File: src/rtl/aof_pkg.sv
`timescale 1ns/1ps
package aof_pkg;

  typedef enum logic [1:0] {
    FMT_RJ    = 2'b00,
    FMT_LJ    = 2'b01,
    FMT_RST   = 2'b10,
    FMT_GATED = 2'b11
  } fmt_e;

  localparam int unsigned SLOT_BITS   = 32;
  localparam int unsigned FRAME_EDGES = 4 * SLOT_BITS;
  localparam int unsigned EDGE_W      = $clog2(FRAME_EDGES);

  // True when slot position pos carries a sample bit under LJ placement
  function automatic logic in_data_window(input logic [4:0] pos, input int unsigned width);
    return 32'(pos) < width;
  endfunction

  // Serial bit for slot position pos of a sample (zero-extended to 32 bits)
  function automatic logic slot_bit(input logic [31:0] smp, input int unsigned width,
                                    input logic [4:0] pos, input logic rj);
    int unsigned lead;
    int unsigned p;
    int unsigned idx;
    lead = SLOT_BITS - width;
    p    = 32'(pos);
    if (rj) begin
      if (p < lead) begin
        idx = width - 1;
      end else begin
        idx = width - 1 - (p - lead);
      end
      return smp[idx[4:0]];
    end
    if (p >= width) return 1'b0;
    idx = width - 1 - p;
    return smp[idx[4:0]];
  endfunction

  // Word-clock level for an edge index under a given framing
  function automatic logic word_clk_level(input fmt_e f, input logic [EDGE_W-1:0] h);
    logic [EDGE_W-1:0] ahead;
    ahead = h + 1'b1;
    if (f == FMT_RJ) return ~h[EDGE_W-1];
    return ~ahead[EDGE_W-1];
  endfunction

endpackage

File: src/rtl/aof_timer.sv
`timescale 1ns/1ps
module aof_timer
  import aof_pkg::*;
(
  input  logic              clk,
  input  logic              rst_n,
  input  logic              soft_rst,
  input  logic              edge_tick,
  input  logic              frame_sync,
  output logic [EDGE_W-1:0] edge_cnt,
  output logic              frame_load
);

  localparam logic [EDGE_W-1:0] LAST_EDGE = EDGE_W'(FRAME_EDGES - 1);

  logic wrap_now;
  assign wrap_now   = (edge_cnt == LAST_EDGE) || frame_sync;
  assign frame_load = edge_tick && wrap_now && !soft_rst;

  always_ff @(posedge clk or negedge rst_n) begin
    if (!rst_n) begin
      edge_cnt <= '0;
    end else if (soft_rst) begin
      edge_cnt <= '0;
    end else if (edge_tick) begin
      edge_cnt <= wrap_now ? '0 : edge_cnt + 1'b1;
    end
  end

  // a plain strobe moves the counter forward by exactly one edge
  assert_step_R3: assert property (@(posedge clk) disable iff (!rst_n)
    (edge_tick && !frame_sync && !soft_rst && edge_cnt != LAST_EDGE)
      |=> edge_cnt == $past(edge_cnt) + 1'b1);

  // without a strobe the counter holds
  assert_idle_R3: assert property (@(posedge clk) disable iff (!rst_n)
    (!edge_tick && !soft_rst) |=> $stable(edge_cnt));

endmodule

File: src/rtl/aof_clkgen.sv
`timescale 1ns/1ps
module aof_clkgen
  import aof_pkg::*;
#(
  parameter int unsigned SAMPLE_W = 24
) (
  input  fmt_e              fmt,
  input  logic [EDGE_W-1:0] edge_cnt,
  output logic              wclk,
  output logic              bclk
);

  logic [4:0] slot_pos;
  logic       high_half;
  assign slot_pos  = edge_cnt[5:1];
  assign high_half = edge_cnt[0];

  always_comb begin
    wclk = 1'b0;
    bclk = 1'b0;
    case (fmt)
      FMT_RST: begin
        wclk = 1'b0;
        bclk = 1'b0;
      end
      FMT_GATED: begin
        wclk = word_clk_level(fmt, edge_cnt);
        bclk = high_half && in_data_window(slot_pos, SAMPLE_W);
      end
      default: begin
        wclk = word_clk_level(fmt, edge_cnt);
        bclk = high_half;
      end
    endcase
  end

endmodule

File: src/rtl/aof_lane.sv
`timescale 1ns/1ps
module aof_lane
  import aof_pkg::*;
#(
  parameter int unsigned SAMPLE_W = 24
) (
  input  logic                clk,
  input  logic                rst_n,
  input  logic                soft_rst,
  input  logic                load,
  input  logic [SAMPLE_W-1:0] samp_l,
  input  logic [SAMPLE_W-1:0] samp_r,
  input  logic [EDGE_W-1:0]   edge_cnt,
  input  logic                rj,
  input  logic                mute,
  output logic                sd
);

  logic [SAMPLE_W-1:0] hold_l;
  logic [SAMPLE_W-1:0] hold_r;
  logic [SAMPLE_W-1:0] cur;
  logic                right_slot;

  always_ff @(posedge clk or negedge rst_n) begin
    if (!rst_n) begin
      hold_l <= '0;
      hold_r <= '0;
    end else if (soft_rst) begin
      hold_l <= '0;
      hold_r <= '0;
    end else if (load) begin
      hold_l <= samp_l;
      hold_r <= samp_r;
    end
  end

  assign right_slot = edge_cnt[EDGE_W-1];
  assign cur        = right_slot ? hold_r : hold_l;

  always_comb begin
    if (soft_rst || mute) begin
      sd = 1'b0;
    end else begin
      sd = slot_bit(32'(cur), SAMPLE_W, edge_cnt[5:1], rj);
    end
  end

  // a frame-start load takes the presented samples
  assert_load_R11: assert property (@(posedge clk) disable iff (!rst_n)
    (load && !soft_rst) |=> (hold_l == $past(samp_l) && hold_r == $past(samp_r)));

  // between frame starts the held samples do not move
  assert_keep_R11: assert property (@(posedge clk) disable iff (!rst_n)
    (!load && !soft_rst) |=> ($stable(hold_l) && $stable(hold_r)));

endmodule

File: src/rtl/serial_audio_fmt.sv
`timescale 1ns/1ps
module serial_audio_fmt
  import aof_pkg::*;
#(
  parameter int unsigned SAMPLE_W  = 24,
  parameter int unsigned NUM_LINES = 4
) (
  input  logic                             clk,
  input  logic                             rst_n,
  input  logic [1:0]                       fmt_sel,
  input  logic                             mute_i,
  input  logic                             edge_tick_i,
  input  logic                             frame_sync_i,
  input  logic [2*NUM_LINES*SAMPLE_W-1:0]  samples_i,
  output logic                             wclk_o,
  output logic                             bclk_o,
  output logic [NUM_LINES-1:0]             sdata_o
);

  fmt_e              fmt;
  logic              soft_rst;
  logic              rj_mode;
  logic [EDGE_W-1:0] edge_cnt;
  logic              frame_load;

  assign fmt      = fmt_e'(fmt_sel);
  assign soft_rst = (fmt == FMT_RST);
  assign rj_mode  = (fmt == FMT_RJ);

  aof_timer u_timer (
    .clk        (clk),
    .rst_n      (rst_n),
    .soft_rst   (soft_rst),
    .edge_tick  (edge_tick_i),
    .frame_sync (frame_sync_i),
    .edge_cnt   (edge_cnt),
    .frame_load (frame_load)
  );

  aof_clkgen #(.SAMPLE_W(SAMPLE_W)) u_clkgen (
    .fmt      (fmt),
    .edge_cnt (edge_cnt),
    .wclk     (wclk_o),
    .bclk     (bclk_o)
  );

  for (genvar k = 0; k < NUM_LINES; k++) begin : g_line
    aof_lane #(.SAMPLE_W(SAMPLE_W)) u_lane (
      .clk      (clk),
      .rst_n    (rst_n),
      .soft_rst (soft_rst),
      .load     (frame_load),
      .samp_l   (samples_i[(2*k)*SAMPLE_W +: SAMPLE_W]),
      .samp_r   (samples_i[(2*k+1)*SAMPLE_W +: SAMPLE_W]),
      .edge_cnt (edge_cnt),
      .rj       (rj_mode),
      .mute     (mute_i),
      .sd       (sdata_o[k])
    );
  end

  // a format reset leaves the counter at frame start
  assert_softrst_R2: assert property (@(posedge clk) disable iff (!rst_n)
    soft_rst |=> edge_cnt == '0);

  // in right-justified framing the word clock only moves while the bit clock is low
  assert_rj_edge_R4: assert property (@(posedge clk) disable iff (!rst_n)
    (rj_mode && $past(fmt_sel) == 2'b00 && wclk_o != $past(wclk_o)) |-> !bclk_o);

  // gated bit clock stays low outside the sample bits of a slot
  assert_gate_quiet_R9: assert property (@(posedge clk) disable iff (!rst_n)
    (fmt == FMT_GATED && !in_data_window(edge_cnt[5:1], SAMPLE_W)) |-> !bclk_o);

  // muted lines are low
  assert_mute_R10: assert property (@(posedge clk) disable iff (!rst_n)
    mute_i |-> sdata_o == '0);

endmodule

File: config.mk
export PLATFORM = sky130hd
export DESIGN_NAME = serial_audio_fmt
export DESIGN_NICKNAME = d
export VERILOG_FILES = /design/src/rtl/aof_pkg.sv /design/src/rtl/aof_timer.sv /design/src/rtl/aof_clkgen.sv /design/src/rtl/aof_lane.sv /design/src/rtl/serial_audio_fmt.sv
export SDC_FILE = /design/constraint.sdc
export NUM_CORES = 1
export LEC_CHECK = 0
export BUFFER_PORTS_ARGS = -buffer_cell sky130_fd_sc_hd__buf_2
export CAP_MARGIN = 20
export CORE_ASPECT_RATIO = 0.6
export CORE_MARGIN = 4
export CORE_UTILIZATION = 56
export DETAILED_ROUTE_END_ITERATION = 7
export GPL_ROUTABILITY_DRIVEN = 0
export PLACE_DENSITY_LB_ADDON = 0.2
export SETUP_SLACK_MARGIN = 0.4
export SLEW_MARGIN = 10
export SYNTH_ARGS = -nofsm -noshare
export SYNTH_HDL_FRONTEND = slang
export SYNTH_SLANG_ARGS = --single-unit
File: constraint.sdc
create_clock -name clk -period 4.5 [get_ports clk]
set_input_delay 0.9 -clock clk [delete_from_list [all_inputs] [get_ports clk]]
set_output_delay 0.9 -clock clk [all_outputs]
set_load 0.02 [all_outputs]
# After elaboration in Yosys (flattened, before gate mapping)
# Index checks and enable logic that the tools add are counted.
dict set report totals {
  in_bits 199
  wordCells 107
  register_bits 199
  out_inout_bits 6
}
dict set report op_classes {
  n_reduce_logical 10
  n_lt_le_gt_ge 5
  muxes 74
  bitwise_logic 2
  n_eq_ne 3
  add_sub_neg 4
}
# op count
set op_table {}
lappend op_table {{24-bit 2-to-1 mux} 20}
lappend op_table {{1-bit binary-select mux with 5-bit select} 8}
lappend op_table {{1-bit 2-to-1 mux} 38}
lappend op_table {{7-bit 2-to-1 mux} 3}
lappend op_table {{5-bit 2-to-1 mux} 3}
lappend op_table {{5-bit by 6-bit less-than comparator with 1-bit output, second input constant} 2}
lappend op_table {{5-bit subtractor, first input constant} 2}
lappend op_table {{7-bit by 1-bit adder with 7-bit output, second input constant} 1}
lappend op_table {{7-bit == test, second input constant} 1}
lappend op_table {{5-bit >= comparator, second input constant} 1}
lappend op_table {{5-bit by 4-bit less-than comparator with 1-bit output, second input constant} 1}
lappend op_table {{5-bit less-than comparator, second input constant} 1}
lappend op_table {{5-bit by 4-bit subtractor with 5-bit output, second input constant} 1}
lappend op_table {{2-bit == test, second input constant} 2}
lappend op_table {{1-bit one-hot mux with 2 select lines} 2}
lappend op_table {{2-bit nonzero test} 2}
lappend op_table {{1-bit logical AND} 3}
lappend op_table {{2-bit logical NOT} 1}
lappend op_table {{1-bit logical OR} 2}
lappend op_table {{1-bit inverter} 2}
lappend op_table {{2-bit OR reduction} 1}
lappend op_table {{1-bit logical NOT} 1}

# Logic depth before layout (Yosys ltp)
# Gate-level depths: netlist of run 1.
dict set report depth {
  ltp_word 12
  depth_mapped 12
  ltp_nobuf 8
}

# Cells and area by module
# From an unflattened synthesis of run 1, not the netlist that was laid out.
dict set report hier_totals {
  hier_cells 1034
  hier_area_um2 10990.5
}
# mod area_each_um2 cells_per_inst n_inst
set modules_own_cells {}
lappend modules_own_cells {{aof_lane at g_line[0].u_lane ...} 2625.0 244 2}
lappend modules_own_cells {{aof_lane at g_line[2].u_lane ...} 2625.0 245 2}
lappend modules_own_cells {aof_timer 426.7 46 1}
lappend modules_own_cells {aof_clkgen 46.3 8 1}
lappend modules_own_cells {serial_audio_fmt 17.5 2 1}

# Worst setup path before layout of run 1
# Ideal clock, no wire load.
dict set report synth_path {
  path_kind {register to output}
  startpoint {reg u_timer.edge_cnt[4]}
  endpoint {out sdata_o[1]}
  setup_slack_ns 0.989
  stages_incl_launch_ff 13
  t_arrival_ns 2.611
  n_path_buf 4
  path_cell_list {dfrtp_1 -> buf_2 -> inv_1 -> ha_1 -> nand2b_1 -> buf_2 -> buf_4 -> mux4_2 -> mux2i_1 -> a221oi_1 -> a2111oi_1 -> o2bb2ai_1 -> buf_4}
}
dict set report synth_between {
  elab_chain_cells 12
}
# item line
set synth_lines {}
lappend synth_lines {{from (decl)} aof_timer.sv:10} ;# output logic [EDGE_W-1:0] edge_cnt,
lappend synth_lines {{from (signal assigned)} aof_timer.sv:26} ;# edge_cnt <= wrap_now ? '0 : edge_cnt + 1'b1;
lappend synth_lines {{5-bit by 4-bit subtractor with 5-bit output} aof_pkg.sv:32} ;# idx = width - 1 - (p - lead);
lappend synth_lines {{5-bit subtractor} aof_pkg.sv:32}
lappend synth_lines {{5-bit 2-to-1 mux} aof_pkg.sv:29} ;# if (p < lead) begin
lappend synth_lines {{5-bit 2-to-1 mux} aof_pkg.sv:28} ;# if (rj) begin
lappend synth_lines {{5-bit 2-to-1 mux} aof_lane.sv:41} ;# if (soft_rst || mute) begin
lappend synth_lines {{1-bit binary-select mux with 5-bit select} aof_pkg.sv:34} ;# return smp[idx[4:0]];
lappend synth_lines {{1-bit 2-to-1 mux (implied by the code)} aof_pkg.sv:34}
lappend synth_lines {{1-bit 2-to-1 mux} aof_pkg.sv:28}
lappend synth_lines {{1-bit 2-to-1 mux} aof_pkg.sv:36} ;# if (p >= width) return 1'b0;
lappend synth_lines {{1-bit 2-to-1 mux} aof_pkg.sv:37} ;# idx = width - 1 - p;
lappend synth_lines {{1-bit 2-to-1 mux (*)} aof_pkg.sv:36}
lappend synth_lines {{1-bit 2-to-1 mux (*)} aof_lane.sv:41}
lappend synth_lines {{to (decl)} serial_audio_fmt.sv:17} ;# output logic [NUM_LINES-1:0] sdata_o
# Every way passes the cells marked *; elsewhere a longest branch is shown, timed or not. The select of a mux whose other input is x is not followed.

# Worst setup path after layout of run 1
# Same ends and word-level chain as after synthesis.

==> key figures, run 1 <==
Run status
  – Outcome: finished clean

Worst setup path
  – Sequence of cells on the critical path: inv_2 -> ha_1 -> buf_4 -> nor2b_4 -> nor3_1 -> o311ai_1 -> o21ai_1 -> a2111oi_2 -> o2bb2ai_1 -> buf_2
  – Worst Setup End Kind: primary output
  – R2R Path End: g_line[3].u_lane.hold_r[4]
  – Worst setup path startpoint: u_timer.edge_cnt[4]
  – R2R Setup Slk: approximately 1500 ps
  – Worst-path fanout max: 16
  – CP Data Required Time: approximately 3600 ps
  – Worst path slowest cell: dfrtp_2
  – Reg2reg start: u_timer.edge_cnt[1]
  – Arrival time worst endpoint: roughly 3200 ps
  – FF-to-FF path depth: 8
  – CP max stage delay: 480 ps
  – CP Class: flip-flop to primary output
  – Startpoint type of the worst setup path: flip-flop

Timing
  – Hold_ws: a little over 500 ps
  – Final Max Slew Viols: 0
  – Worst-Margin Slew: 807 ps
  – Min Tclk post-route: between 4000 and 5000 ps
  – Fmax: 0.244 GHz
  – Max_slew headroom: 46.2%
  – Tcrit/Tclk final: 90.9%
  – Final Hold Viols: 0
  – Setup TNS: 0 ps
  – Unrepaired setup endpoints after global routing: yes
  – Setup violations, final: 0
  – Clk_skew: around 7.2 ps

Routing
  – Via density: 6.73
  – Routed Wire Length: roughly 30000 um
  – Final ANT Viol Nets: 0
  – Via Count: 8034
  – Initial DRC count: 964
  – Drc violations: 0
  – Avg WL per Cell: about 25 um
  – Pre-antenna DRT Iters: 7

Logic synthesis
  – Yosys cell types: 58
  – Cells after Synth: between 700 and 800
  – Syn Nets: just under 1000
  – Post-synth EDFFs: 0
  – Count leader, synth: dfrtp_1
  – Post-synthesis sequential area ratio: 48.4%
  – Asr flop ratio synth: between 90% and 100%
  – Leading post-synthesis cells by cell area: dfrtp_1 (48%), a22o_1 (17%), mux4_2 (12%)
  – Yosys warns: 0
  – Avg Inst Size Synth: approximately 13 um^2
  – Synth top cells by count: dfrtp_1 (199), a22o_1 (195), mux4_2 (56)
  – Leading area contributor after synthesis: dfrtp_1
  – Cell Area, Synth: about 10000 um^2
  – Share of the synthesized area in the top cell type: approximately half
  – Commonest register cell after synthesis: dfrtp_1
  – FF+latch count, synth: roughly 200

Global routing
  – Grt total ovfl: 0
  – Largest net degree at the start of global routing: 124
  – First-pass GRT wire length: ~46000 um
  – Vias in the first global route: roughly 8000
  – GRT Total Usage: roughly 30%
  – Initial antenna violation count: 5

Final layout
  – Fill cell count: roughly 1300
  – Design Area, Final: around 12000 um^2
  – Area growth syn-to-layout: 17.3%
  – Layout cell share with drive strength beyond 1: about 36%
  – Final nets: about 1100
  – Register area: roughly 5000 um^2
  – Layout Utilization: around two thirds
  – Area of the multi-input gates: ~5000 um^2

Clocking
  – H-tree levels: 4
  – Sink Count: about 200
  – Clock latency on the worst-skew pair: between 400 and 500 ps
  – Clk buf depth: 2
  – CTS Buf Count: 17
  – Cts-stage hold buffer count: 0
  – CTS root buf: clkbuf_16
  – Clock transition at path regs: 70 ps
  – CTS tree: yes

Worst hold path
  – Min-delay worst type: flip-flop to flip-flop
  – Worst hold stages: 1
  – Hold endpoint: g_line[3].u_lane.hold_l[10]
  – Hold Startpoint: g_line[3].u_lane.hold_l[10]

Placed design
  – DP HPWL: about 20000 um
  – Placed Area: ~11000 um^2
  – Input/output buffers: around 200

Floorplanning
  – Core Footprint: around 18000 um^2
  – Die Height: 113 um
  – I/O pin total: approximately 200
  – Die width: about 180 um
  – Row count: 38
  – Die area: 20700 um^2
  – Starting Density: a little under three fifths

Power
  – P_leak: 0.00563 uW
  – Max IR drop VDD: about 0.28 mV
  – P per Cell Area: about 350 nW/um^2
  – Tot Pwr: between 4000 and 5000 uW

Job
  – Max-cap viol count: 0
[flip-flops by register name, indices dropped and copies added (netlist names)]
name	flops
g_line.u_lane.hold_r	96
u_timer.edge_cnt	7
g_line.u_lane.hold_l	96
[worst max path at each step]
stage | endpoint | slack, ps | cells after the start
floorplan | sdata_o[1] | 990 | 12
global placement | sdata_o[1] | 380 | 10
detailed placement | sdata_o[3] | 380 | 9
CTS | sdata_o[1] | 440 | 10
global route | sdata_o[1] | 320 | 10
finish | sdata_o[1] | 410 | 10
[cells in the final DEF (no fill, tap or decap), types with 4 or more instances in the layout]
cell type    n
buf_2      203
dfrtp_1    196
a22o_1     195
mux4_2      56
mux2i_1     44
nor2_1      23
nand2_1     23
buf_4       20
clkbuf_16   17
a21oi_1     12
o21ai_0     10
mux4_1      10
nand2b_1     8
mux2_2       8
o221ai_1     7
a32oi_1      6
and2_1       5
o22ai_1      5
nor3_1       5
o22a_1       5
inv_1        4
nor3b_1      4
a221oi_1     4
ha_1         4
clkbuf_8     4
buf_12       4
[critical path, delay by kind of cell, from the launching register on]
family          cells  cell delay [ps]
compound gates      4             1160
buf+inv             3              510
flops               1              480
simple gates        2              360
fa+ha+maj           1              230
[what timing repair did]
item                                    CTS  global route
gates resized for setup                  12             4
buffers inserted                          2             2
endpoints found under the setup margin    4             3
[report_power, final]
group / internal (uW) / switching (uW)
clock: 809 / 693
combinational: 336 / 301
sequential: 1940 / 138
total: 3090 / 1130
[kinds of logic (layout without fill, tap and decap cells)]
kind of cell | after synthesis | count (layout) | share of synthesized area, %
muxes | 118 | 118 | 20.0
buffers and inverters | 87 | 269 | 4.65
DFF | 199 | 199 | 48.4
xor gates and xnor gates | 2 | 2 | 0.170
adders and majority gates | 4 | 4 | 0.487
AOI/OAI and AO/OA | 275 | 275 | 22.3
other | 0 | 2 | 0
and+or+nand+nor | 84 | 84 | 3.93
[per-stage QoR]
stage               cells  setup slack [ps]
floorplan             769               989
global placement     1156               384
detailed placement   1156               384
CTS                  1189               435
global route         1192               324
finish               1193               408
[per-layer routing]
layer / up-vias / GRT usage [%] / share of wire (%)
met2: 481 / 38.9 / 42
met1: 4031 / 45.9 / 45
met5: - / 0 / 0.11
li1: 3458 / - / -
met3: 58 / 9.70 / 11
met4: 6 / 7.89 / 2.0
[layout make-up]
| type | instances | share of cell area (%) |
|---|---|---|
| diodes | 2 | 0.0415 |
| clock buffers | 21 | 3.90 |
| clock inverters | 10 | 0.789 |
| inverters | 8 | 0.249 |
| multi-input cells | 483 | 40.5 |
| flip-flops and latches | 199 | 41.3 |
| well taps | 240 | 2.49 |
| repair buffers | 230 | 10.7 |
No activity file was read; power rests on OpenSTA's default activity.
==> inputs of run 2 (changes only) <==
--- a/config.mk
+++ b/config.mk
@@ -9,9 +9,10 @@
 export CAP_MARGIN = 20
 export CORE_ASPECT_RATIO = 0.6
 export CORE_MARGIN = 4
-export CORE_UTILIZATION = 56
+export CORE_UTILIZATION = 57
+export CTS_BUF_LIST = sky130_fd_sc_hd__clkbuf_8
 export DETAILED_ROUTE_END_ITERATION = 7
-export GPL_ROUTABILITY_DRIVEN = 0
+export GPL_ROUTABILITY_DRIVEN = 1
 export PLACE_DENSITY_LB_ADDON = 0.2
 export SETUP_SLACK_MARGIN = 0.4
 export SLEW_MARGIN = 10
==> key figures, run 2 (same netlist as run 1, synthesis figures left out) <==
Placed design
  – DP HPWL: 21100 um (was 20300 um)
  – Gpl congestion: 1.00
  – Input/output buffers: 204 (unchanged)
  – Placed Area: 11400 um^2 (about the same)
  – Dpl ws: 280 ps (was 384 ps)

Final layout
  – Most frequent cells in the layout: buf_2 (203), a22o_1 (195), dfrtp_1 (195) (was buf_2 (203), dfrtp_1 (196), a22o_1 (195))
  – Commonest non-fill, non-tap cell in the layout: buf_2 (unchanged)
  – Final nets: 1153 (was 1142)
  – Area growth syn-to-layout: 16.5% (was 17.3%)
  – Fill cell count: 1282 (was 1317)
  – Top flop regs: g_line.u_lane.hold_l: 96 flops, g_line.u_lane.hold_r: 96 flops, u_timer.edge_cnt: 7 flops (unchanged)
  – Design Area, Final: 12000 um^2 (was 12100 um^2)
  – Ant diodes: 0 (was 2)
  – Layout cell share with drive strength beyond 1: 36.6% (was 35.9%)
  – Layout Utilization: 68.8% (was 66.9%)

Global routing
  – Initial antenna violation count: 0 (was 5)
  – GRT Total Usage: 29.8% (was 29.2%)
  – Grt total ovfl: 0 (unchanged)
  – Largest net degree at the start of global routing: 155 (was 124)
  – Vias in the first global route: 8267 (was 7950)
  – First-pass GRT wire length: 47500 um (was 46300 um)

Clocking
  – CTS tree: yes (unchanged)
  – CTS Buf Count: 17 (unchanged)
  – Clock latency on the worst-skew pair: 480 ps (was 440 ps)
  – Sink Count: 199 (unchanged)
  – Clk buf depth: 2 (unchanged)
  – Cts-stage hold buffer count: 0 (unchanged)
  – H-tree levels: 4 (unchanged)
  – Clock transition at path regs: 90 ps (was 70 ps)
  – CTS root buf: clkbuf_8 (was clkbuf_16)

Worst setup path
  – CP Class: flip-flop to primary output (unchanged)
  – Startpoint type of the worst setup path: flip-flop (unchanged)
  – CP Data Required Time: 3600 ps (about the same)
  – Worst path slowest cell: dfrtp_4 (was dfrtp_2)
  – CP max stage delay: 650 ps (was 480 ps)
  – Worst-path fanout max: 13 (was 16)
  – Most frequent CP cell: mux4_2
  – Worst Setup End Kind: primary output (unchanged)
  – Arrival time worst endpoint: 3090 ps (was 3190 ps)
  – Sequence of cells on the critical path: buf_4 -> mux4_2 -> mux4_2 -> a32oi_1 -> a2111oi_4 -> buf_2 (was inv_2 -> ha_1 -> buf_4 -> nor2b_4 -> nor3_1 -> o311ai_1 -> o21ai_1 -> a2111oi_2 -> o2bb2ai_1 -> buf_2)

Timing
  – Worst-Margin Slew: 770 ps (was 807 ps)
  – Max_slew headroom: 48.7% (was 46.2%)
  – Setup TNS: 0 ps (unchanged)
  – Setup ws final: 514 ps (was 408 ps)
  – Final Max Slew Viols: 0 (unchanged)
  – Fmax: 0.251 GHz (was 0.244 GHz)
  – Clk_skew: 19.2 ps (was 7.24 ps)
  – Setup violations, final: 0 (unchanged)
  – Final Hold Viols: 0 (unchanged)
  – Tcrit/Tclk final: 88.6% (was 90.9%)
  – Unrepaired setup endpoints after global routing: no (was yes)
  – Min Tclk post-route: 3990 ps (was 4090 ps)

Floorplanning
  – Core Footprint: 17400 um^2 (was 18000 um^2)
  – Die width: 181 um (was 183 um)
  – Die area: 20300 um^2 (was 20700 um^2)
  – I/O pin total: 205 (unchanged)
  – Row count: 37 (was 38)
  – Starting Density: 59.1% (was 57.0%)
  – Die Height: 112 um (was 113 um)

Routing
  – Initial DRC count: 928 (was 964)
  – Via Count: 8165 (was 8034)
  – Pre-antenna DRT Iters: 6 (was 7)
  – Final ANT Viol Nets: 0 (unchanged)
  – Avg WL per Cell: 25.3 um (was 25.0 um)
  – Via density: 6.84 (was 6.73)
  – Routed Wire Length: 30200 um (was 29800 um)
  – Drc violations: 0 (unchanged)

Power
  – P_leak: 0.00560 uW (was 0.00563 uW)
  – Max IR drop VDD: 0.195 mV (was 0.281 mV)
  – P per Cell Area: 316 nW/um^2 (was 350 nW/um^2)

Run status
  – Outcome: finished clean (unchanged)

Job
  – Max-cap viol count: 0 (unchanged)

Worst hold path
  – Min-delay worst type: primary input to async pin (was flip-flop to flip-flop)
==> run 2: cell types whose count changed in the layout (fill, tap and decap cells not counted), sizes merged <==
| cell | before | now |
|---|---|---|
| clkinvlp | 2 | 4 |
| inv | 10 | 9 |
| buf | 229 | 240 |
| diode | 2 | 0 |
| clkinv | 5 | 3 |
| bufinv | 1 | 0 |
==> run 2: timing repair <==
| action | in CTS | in global routing |
|---|---|---|
| buffers inserted | 2 | 10 |
| resized for setup | 7 | 14 |
| pin swaps | 0 | 0 |
| setup endpoints to repair | 4 | 4 |
==> run 2: worst paths after layout <==
kind / start / end / slack [ps] / cells after the start
worst max-delay path: u_timer.edge_cnt[6] / sdata_o[3] / 510 / 6
worst min-delay path: rst_n / g_line[0].u_lane.hold_l[17] / 510 / 1
worst max register to register: u_timer.edge_cnt[2] / g_line[1].u_lane.hold_r[20] / 1620 / 7
worst min register to register: g_line[2].u_lane.hold_r[10] / g_line[2].u_lane.hold_r[10] / 510 / 1
max in group asynchronous: rst_n / u_timer.edge_cnt[6] / 2970 / 2
min in group clk: g_line[2].u_lane.hold_r[10] / g_line[2].u_lane.hold_r[10] / 510 / 1
==> run 2: worst max-delay path: cells and delay by family (launching register included) <==
family	cells	cell delay, ps
AO/OA/AOI/OAI	2	450
buffers and inverters	2	480
flip-flops	1	650
multiplexers	2	1030
==> run 2: layer usage <==
metal | global-route usage, % | vias up | part of all wire [%]
li1 | - | 3463 | -
met3 | 9.81 | 57 | 12
met2 | 42.4 | 521 | 43
met5 | 0 | - | 0
met4 | 6.20 | 0 | 1.6
met1 | 45.5 | 4124 | 43
==> run 2: power by group <==
part | internal [uW] | leakage, uW | switching (uW) | total (uW)
logic | 347 | 0.00281 | 312 | 659
clock network | 430 | 0.000175 | 612 | 1040
registers | 1940 | 0.00262 | 136 | 2080
total | 2720 | 0.00560 | 1060 | 3780
==> run 2: layout make-up <==
class | count | area [um^2] | area share, %
clock inverters | 8 | 52.6 | 0.439
inverters | 8 | 33.8 | 0.282
flip-flops and latches | 199 | 4990 | 41.7
repair buffers | 241 | 1420 | 11.9
clock buffers | 21 | 289 | 2.41
well taps | 234 | 293 | 2.45
multi-input cells | 483 | 4890 | 40.9
==> run 2: through the flow <==
stage / instances / hold slack (ps) / power, uW
after detailed placement: 1153 / 486 / 2740
after global placement: 1152 / 479 / 2710
after CTS: 1184 / 508 / 3780
after global routing: 1194 / 518 / 3950
final: 1194 / 506 / 3780
after floorplan: 769 / 464 / 2460
